**src/rtl/tmr_pair_pkg.sv**
```systemverilog
package tmr_pair_pkg;

  typedef struct packed {
    logic d1;
    logic d4;
    logic d16;
    logic d256;
  } tick_bus_t;

  typedef enum logic [1:0] {
    T0_HINT  = 2'd0,
    T0_DIV1  = 2'd1,
    T0_DIV4  = 2'd2,
    T0_DIV16 = 2'd3
  } t0_src_e;

  typedef enum logic [1:0] {
    T1_CHAIN  = 2'd0,
    T1_DIV1   = 2'd1,
    T1_DIV16  = 2'd2,
    T1_DIV256 = 2'd3
  } t1_src_e;

endpackage

```
**src/rtl/tmr_hint_latch.sv**
```systemverilog
module tmr_hint_latch (
  input  logic clk,
  input  logic rst_n,
  input  logic pulse_i,
  input  logic consume_i,
  output logic pend_o
);
  logic pend_q, pend_d;

  always_comb begin
    pend_d = pend_q;
    if (consume_i) pend_d = 1'b0;
    if (pulse_i)   pend_d = 1'b1;
  end

  always_ff @(posedge clk or negedge rst_n) begin
    if (!rst_n) pend_q <= 1'b0;
    else        pend_q <= pend_d;
  end

  assign pend_o = pend_q;


  consume_needs_pend_chk: assert property (@(posedge clk) disable iff (!rst_n)
    consume_i |-> pend_q);

  consume_clears_chk: assert property (@(posedge clk) disable iff (!rst_n)
    (consume_i && !pulse_i) |=> !pend_q);

  pulse_sets_chk: assert property (@(posedge clk) disable iff (!rst_n)
    pulse_i |=> pend_q);
endmodule

```
**src/rtl/tmr_src_sel.sv**
```systemverilog
module tmr_src_sel
  import tmr_pair_pkg::*;
#(
  parameter int IDX = 0
) (
  input  logic [1:0] sel_i,
  input  tick_bus_t  ticks_i,
  input  logic       alt_i,
  output logic       step_o
);
  generate
    if (IDX == 0) begin : g_first
      always_comb begin
        unique case (t0_src_e'(sel_i))
          T0_HINT:  step_o = alt_i;
          T0_DIV1:  step_o = ticks_i.d1;
          T0_DIV4:  step_o = ticks_i.d4;
          default:  step_o = ticks_i.d16;
        endcase
      end
    end else begin : g_second
      always_comb begin
        unique case (t1_src_e'(sel_i))
          T1_CHAIN:  step_o = alt_i;
          T1_DIV1:   step_o = ticks_i.d1;
          T1_DIV16:  step_o = ticks_i.d16;
          default:   step_o = ticks_i.d256;
        endcase
      end
    end
  endgenerate
endmodule

```
**src/rtl/tmr_counter.sv**
```systemverilog
module tmr_counter #(
  parameter int W = 8
) (
  input  logic         clk,
  input  logic         rst_n,
  input  logic         run_i,
  input  logic         step_i,
  input  logic [W-1:0] thr_i,
  output logic [W-1:0] cnt_o,
  output logic         hit_now_o,
  output logic         hit_o
);
  logic [W-1:0] cnt_q, cnt_d, sum;
  logic         hit_q, hit_d, cnt_en;

  always_comb begin
    sum    = cnt_q + W'(step_i);
    hit_d  = run_i && (thr_i != '0) && (sum >= thr_i);
    cnt_en = run_i;
    cnt_d  = hit_d ? '0 : sum;
  end

  always_ff @(posedge clk or negedge rst_n) begin
    if (!rst_n)      cnt_q <= '0;
    else if (cnt_en) cnt_q <= cnt_d;
  end

  always_ff @(posedge clk or negedge rst_n) begin
    if (!rst_n) hit_q <= 1'b0;
    else        hit_q <= hit_d;
  end

  assign cnt_o     = cnt_q;
  assign hit_now_o = hit_d;
  assign hit_o     = hit_q;


  stopped_hold_chk: assert property (@(posedge clk) disable iff (!rst_n)
    !run_i |=> $stable(cnt_q));

  stopped_no_hit_chk: assert property (@(posedge clk) disable iff (!rst_n)
    !run_i |=> !hit_q);

  hit_zero_count_chk: assert property (@(posedge clk) disable iff (!rst_n)
    hit_q |-> (cnt_q == '0));

  zero_thr_no_hit_chk: assert property (@(posedge clk) disable iff (!rst_n)
    (thr_i == '0) |=> !hit_q);
endmodule

```
**src/rtl/tmr_pair_chained.sv**
```systemverilog
module tmr_pair_chained
  import tmr_pair_pkg::*;
#(
  parameter int CNT_W = 8
) (
  input  logic             clk,
  input  logic             rst_n,
  input  logic [1:0]       run_i,
  input  logic [3:0]       mode_i,
  input  logic [CNT_W-1:0] thr0_i,
  input  logic [CNT_W-1:0] thr1_i,
  input  logic             tick_div1_i,
  input  logic             tick_div4_i,
  input  logic             tick_div16_i,
  input  logic             tick_div256_i,
  input  logic             hint_i,
  output logic [CNT_W-1:0] count0_o,
  output logic [CNT_W-1:0] count1_o,
  output logic             match0_o,
  output logic             match1_o
);
  tick_bus_t  ticks;
  logic [1:0] sel0, sel1;
  logic       hint_pend, hint_take;
  logic       step0, step1, hit_now0, hit_now1;

  assign ticks = '{d1: tick_div1_i, d4: tick_div4_i, d16: tick_div16_i, d256: tick_div256_i};
  assign sel0  = mode_i[1:0];
  assign sel1  = mode_i[3:2];
  assign hint_take = run_i[0] && (t0_src_e'(sel0) == T0_HINT) && hint_pend;

  tmr_hint_latch u_hint (
    .clk(clk), .rst_n(rst_n), .pulse_i(hint_i),
    .consume_i(hint_take), .pend_o(hint_pend)
  );

  tmr_src_sel #(.IDX(0)) u_sel0 (
    .sel_i(sel0), .ticks_i(ticks), .alt_i(hint_pend), .step_o(step0)
  );

  tmr_counter #(.W(CNT_W)) u_cnt0 (
    .clk(clk), .rst_n(rst_n), .run_i(run_i[0]), .step_i(step0), .thr_i(thr0_i),
    .cnt_o(count0_o), .hit_now_o(hit_now0), .hit_o(match0_o)
  );

  tmr_src_sel #(.IDX(1)) u_sel1 (
    .sel_i(sel1), .ticks_i(ticks), .alt_i(hit_now0), .step_o(step1)
  );

  tmr_counter #(.W(CNT_W)) u_cnt1 (
    .clk(clk), .rst_n(rst_n), .run_i(run_i[1]), .step_i(step1), .thr_i(thr1_i),
    .cnt_o(count1_o), .hit_now_o(hit_now1), .hit_o(match1_o)
  );


  chain_idle_chk: assert property (@(posedge clk) disable iff (!rst_n)
    (run_i[1] && sel1 == 2'd0 && !hit_now0) |=> $stable(count1_o));

  chain_step_chk: assert property (@(posedge clk) disable iff (!rst_n)
    (run_i[1] && sel1 == 2'd0 && hit_now0 && !hit_now1)
      |=> (count1_o == $past(count1_o) + 1'b1));

  hint_mode_step_chk: assert property (@(posedge clk) disable iff (!rst_n)
    (run_i[0] && sel0 == 2'd0 && !hint_pend && !hit_now0) |=> $stable(count0_o));
endmodule

```
**config.mk**
```make
export PLATFORM = sky130hd
export DESIGN_NAME = tmr_pair_chained
export DESIGN_NICKNAME = d
export VERILOG_FILES = /design/src/rtl/tmr_pair_pkg.sv /design/src/rtl/tmr_hint_latch.sv /design/src/rtl/tmr_src_sel.sv /design/src/rtl/tmr_counter.sv /design/src/rtl/tmr_pair_chained.sv
export SDC_FILE = /design/constraint.sdc
export NUM_CORES = 1
export LEC_CHECK = 0
export ABC_AREA = 0
export ABC_CLOCK_PERIOD_IN_PS = 5500
export BUFFER_PORTS_ARGS = -buffer_cell sky130_fd_sc_hd__buf_2
export CAP_MARGIN = 10
export CORE_MARGIN = 1.5
export CORE_UTILIZATION = 45
export CTS_CLUSTER_DIAMETER = 120
export DETAILED_ROUTE_END_ITERATION = 12
export GPL_TIMING_DRIVEN = 0
export HOLD_SLACK_MARGIN = 0.05
export PLACE_DENSITY = 0.72
export REMOVE_ABC_BUFFERS = 1
export SYNTH_ARGS = -nofsm -noshare
export SYNTH_HDL_FRONTEND = slang
export SYNTH_SLANG_ARGS = --single-unit
```
**constraint.sdc**
```tcl
create_clock -name clk -period 5.5 [get_ports clk]
set_clock_uncertainty 0.05 [all_clocks]
set_input_delay 0.55 -clock clk [delete_from_list [all_inputs] [get_ports clk]]
set_output_delay 0.55 -clock clk [all_outputs]
set_load 0.005 [all_outputs]
```
# == Word-level counts from Yosys, hierarchy flattened ==
# Cells that the tools add are included.
# op_classes
add_sub_neg,2
n_lt_le_gt_ge,2
eq_ne,4
muxes,6
reduce_logical,11
# ops
cell,count
$add 8x1->8,2
$ge 8x8->1,2
$mux 8,2
$reduce_bool 8->1,2
$logic_and 1x1->1,6
$pmux 1 s3,2
$eq 2x1->1 const B,2
$eq 2x2->1 const B,2
$logic_not 2->1,2
$mux 1,2
$reduce_bool 2->1,1
# word_totals
regBits,19
output_inout_bits,18
elab_cells,30

# == Depth between registers and ports, before layout ==
# depth
ltp_word,10
depth_mapped,20
mapped_depth_nobuf,19

# == Cells and area by module ==
# Synthesis repeated with hierarchy kept, for this count alone.
# hier_totals
hier_cells,168
hier_area_um2,1597.8
# modules_own_cells
mod,instances,cells_each,area_each_um2,seq_area_each_um2
tmr_counter,2,81,752.0,225.2
tmr_src_sel,2,1,22.5,0.0
tmr_hint_latch,1,3,36.3,25.0
tmr_pair_chained,1,1,12.5,0.0

# == Worst setup path before layout ==
# Ideal clock, no wire load.
# synth_timing
kind,input port to flip-flop
from,input port mode_i[1]
to,register u_cnt1.cnt_q[0] (netlist: u_cnt1.cnt_o[0])
setup_ps,83
arrival_time_ps,4588
path_slack_ps,780
stages,20
path_buffers,1
path_cell_list,mux4_2 ha_1 ha_1 nand3_1 xnor2_1 ha_1 a21o_1 a21oi_4 a31oi_4 mux4_2 ha_1 ha_1 xor2_1 ha_1 and3_1 o21ai_0 o21ai_0 a21o_1 buf_2 o22ai_1
# synth_via
elab_chain_len,10
word_cells_on_any_way,12
cone_classes,add/sub: 2; order compare: 2; eq/ne: 2; mux: 3; reduce/logical: 3
# synth_lines
element,line,source
start: declaration,tmr_pair_chained.sv:9,"input logic [3:0] mode_i,"
"$eq 2x2->1, or another cell as far along",tmr_src_sel.sv:14,unique case (t0_src_e'(sel_i))
$pmux 1 s3 (*),tmr_src_sel.sv:14,
$add 8x1->8 (*),tmr_counter.sv:17,sum = cnt_q + W'(step_i);
$ge 8x8->1 (*),tmr_counter.sv:18,hit_d = run_i && (thr_i != '0) && (sum >= thr_i);
$logic_and 1x1->1 (*),tmr_counter.sv:18,
net hit_now0,tmr_pair_chained.sv:25,"logic step0, step1, hit_now0, hit_now1;"
$pmux 1 s3 (*),tmr_src_sel.sv:23,unique case (t1_src_e'(sel_i))
$add 8x1->8 (*),tmr_counter.sv:17,
$ge 8x8->1 (*),tmr_counter.sv:18,
$logic_and 1x1->1 (*),tmr_counter.sv:18,
net hit_now1,tmr_pair_chained.sv:25,
$mux 8 (*),tmr_counter.sv:20,cnt_d = hit_d ? '0 : sum;
end signal: assignment,tmr_counter.sv:25,else if (cnt_en) cnt_q <= cnt_d;
end: declaration,tmr_counter.sv:13,"logic [W-1:0] cnt_q, cnt_d, sum;"
# The timed path passes the listed nets; every way through them passes the cells marked *.
# A chain may end at the register's enable or synchronous reset.

# == Worst setup path after layout ==
# layout_timing
from,input port mode_i[1]
to,register u_cnt1.cnt_q[6] (netlist: u_cnt1.cnt_o[6])
# layout_via
elab_chain_len,10
word_cells_on_any_way,12
cone_classes,add/sub: 2; order compare: 2; eq/ne: 2; mux: 3; reduce/logical: 3
# layout_lines
element,line
"$eq 2x2->1, or another cell as far along",tmr_src_sel.sv:14
$pmux 1 s3 (*),tmr_src_sel.sv:14
$add 8x1->8 (*),tmr_counter.sv:17
$ge 8x8->1 (*),tmr_counter.sv:18
$logic_and 1x1->1 (*),tmr_counter.sv:18
net hit_now0,tmr_pair_chained.sv:25
$pmux 1 s3 (*),tmr_src_sel.sv:23
$add 8x1->8 (*),tmr_counter.sv:17
$ge 8x8->1,tmr_counter.sv:18
$logic_and 1x1->1,tmr_counter.sv:18
$mux 8 (*),tmr_counter.sv:20
# Marked as above.

==> metrics <==
synthesized cell area=0.00148 mm²; via/cell ratio=5.04; P_leak=0.943 nW; crit share post-route=88.8%; Initial Utilization=48.0%; CP Launch Type=input port; min cycle time layout=4.88 ns; Routed WL=2800 µm; Worst slew margin=72.0%; first-pass GRT wire length=4960 µm; DRT iter0 DRCs=40; FF-to-FF setup slack=0.62 ns; Post CTS Setup Buffer Count=0; cells taking the most area after synthesis=dfrtp_1 32%, ha_1 17%, inv_1 8.1%, o22ai_1 5.9%, xnor2_1 5.9%; CTS hold repair buffers=0; Max Slew Vio Count=0; Skew-Pair Late Insertion Delay=0.29 ns; VDD IR max=0.184 mV; crit-path cells=buf_2 > mux4_2 > ha_1 > ha_1 > nand3_1 > xnor2_1 > ha_1 > a21o_1 > a21oi_4 > a31oi_4 > mux4_2 > ha_1 > ha_1 > xor2_1 > ha_1 > and3_1 > o21ai_0 > o21ai_0 > a21o_1 > o22ai_1; die width=60.3 µm; Post-synth EDFFs=0; final setup vio count=0; area leader, netlist=dfrtp_1; Slowest cell on crit path=mux4_2; largest net degree at the start of global routing=20; GP Congestion=0.837; drt first pass iters=4; post_cts resized=0; clock root buffer=clkbuf_4; Post-DRT Antenna Nets=0; most frequent cell after synthesis=inv_1; CTS clk-pin slew, worst paths=0.10 ns; port buffer count=46; setup tns final=0 ns; antenna cells=0; vias in the first global route=1171; Crit Path Class=input port to flip-flop; CP top delay family=adder cells; CTS tree=built; register area share after synthesis=32.2%; RSZ-0062 raised after global routing=no; Die ar.=0.00363 mm²; initial antenna violation count=0; worst-path fanout max=10; GRT Overall Usage=18.1%; total gr overflow=0; Most used DFF post-synth=dfrtp_1; MaxCap Viol Count=0; worst-case clock buffer depth=2; Post-DP HPWL=2280 µm; Ys Warns=0; clock sink count=19; Synth async-reset ratio=100%; Yosys cell types=27; outcome=completed; area grow syn2layout=20.0%; layout cells sized above 1=25.7%; hold_ws=0.130 ns; crit-path most repeated cell=ha_1; Synth Instances=168; top cell types by occurrence after synthesis=32 x inv_1, 20 x ha_1, 19 x dfrtp_1; worst path arrival time=5.05 ns; Vias=1301; Crit path required time=5.66 ns; DR WL/cell=10.9 µm; Die H=60.3 µm; Avg Inst Size Synth=8.79 µm²; Worst Setup End Kind=flip-flop; core area=0.00308 mm²; pwr dens=329 mW/mm²; H-Tree Depth=1; TritonCTS buffer count=3; type of the tightest min-delay check=input port to asynchronous set/reset pin; CP bufs+invs=1; Post-route DRC=0; final-layout fill cell count=305; overall power=0.582 mW; I/O pins=47; Final Hold Viols=0; final net count=264; Site Rows=20; FF+latch count, synth=19; Least-Margin Pin Slew=0.420 ns; Max stage delay on crit path=0.49 ns; Finished Core Util=57.6%; share of the synthesized area in the top cell type=32.2%; Max Fclk=205 MHz
==> registers in the layout, indices dropped and copies added, names as in the netlist <==
register       flops
u_cnt0.hit_o       1
u_hint.pend_o      1
u_cnt0.cnt_o       8
u_cnt1.cnt_o       8
u_cnt1.hit_o       1
==> placed cells by master, fill, tap and decap left out, types with 3 or more instances in the layout <==
master    instances
buf_2            46
inv_1            32
ha_1             20
dfrtp_1          19
nand2_1          17
o22ai_1          14
nand3_1          11
xnor2_1          10
and3_1            5
nand4_1           5
xor2_1            4
o21ai_0           4
nor2_1            4
a21o_1            3
clkbuf_4          3
==> report_power, final <==
part	internal [mW]	leakage [nW]	switching (mW)
Combinational	0.139	0.680	0.143
Clock	0.0282	0.0150	0.0398
Sequential	0.180	0.248	0.0526
==> area by class of cell <==
class	count	area, µm²	share of cell area, %
inverter	32	120	6.78
clock buffer	4	26.3	1.48
tap	44	55.1	3.11
sequential	19	475	26.8
multi-input combinational	113	865	48.8
timing repair buffer	46	230	13.0
==> metal layers <==
layer | GRT usage (%) | vias to the layer above | share of wire (%)
li1 | - | 679 | -
met1 | 25.5 | 592 | 53
met2 | 28.6 | 28 | 43
met3 | 4.11 | 2 | 3.9
met4 | 3.49 | 0 | 0.43
met5 | 0 | - | 0
==> cells by family (layout without fill, tap and decap cells) <==
logic type	after synthesis	count (layout)	synth area share, %
AND/OR/NAND/NOR	48	48	16.2
buffers and inverters	36	82	9.24
AO/OA/AOI/OAI	29	29	14.1
adder cells (fa/ha/maj)	20	20	16.9
flip-flops	19	19	32.2
XOR/XNOR	14	14	8.30
multiplexers	2	2	3.05
==> stage by stage <==
step                      setup slack [ns]  area (µm²)  std cells
after detailed placement             0.311        1750        254
after CTS                            0.594        1770        258
after global placement               0.293        1750        254
after global routing                 0.294        1770        258
after floorplan                      0.833        1460        164
final                                0.617        1770        258
==> path summary, 6_finish.rpt <==
| check | end | startpoint | depth (start not counted) |
|---|---|---|---|
| worst max-delay path | u_cnt1.cnt_o[6]$_DFFE_PN0P_ | mode_i[1] | 20 |
| worst min-delay path | u_cnt0.cnt_o[6]$_DFFE_PN0P_ | rst_n | 1 |
| worst max register to register | u_cnt1.cnt_o[6]$_DFFE_PN0P_ | u_hint.pend_o$_DFFE_PN0P_ | 19 |
| worst min register to register | u_hint.pend_o$_DFFE_PN0P_ | u_hint.pend_o$_DFFE_PN0P_ | 1 |
| max in group asynchronous | u_cnt1.cnt_o[7]$_DFFE_PN0P_ | rst_n | 1 |
| min in group clk | u_hint.pend_o$_DFFE_PN0P_ | hint_i | 2 |
(Power assumes the default switching activity.)
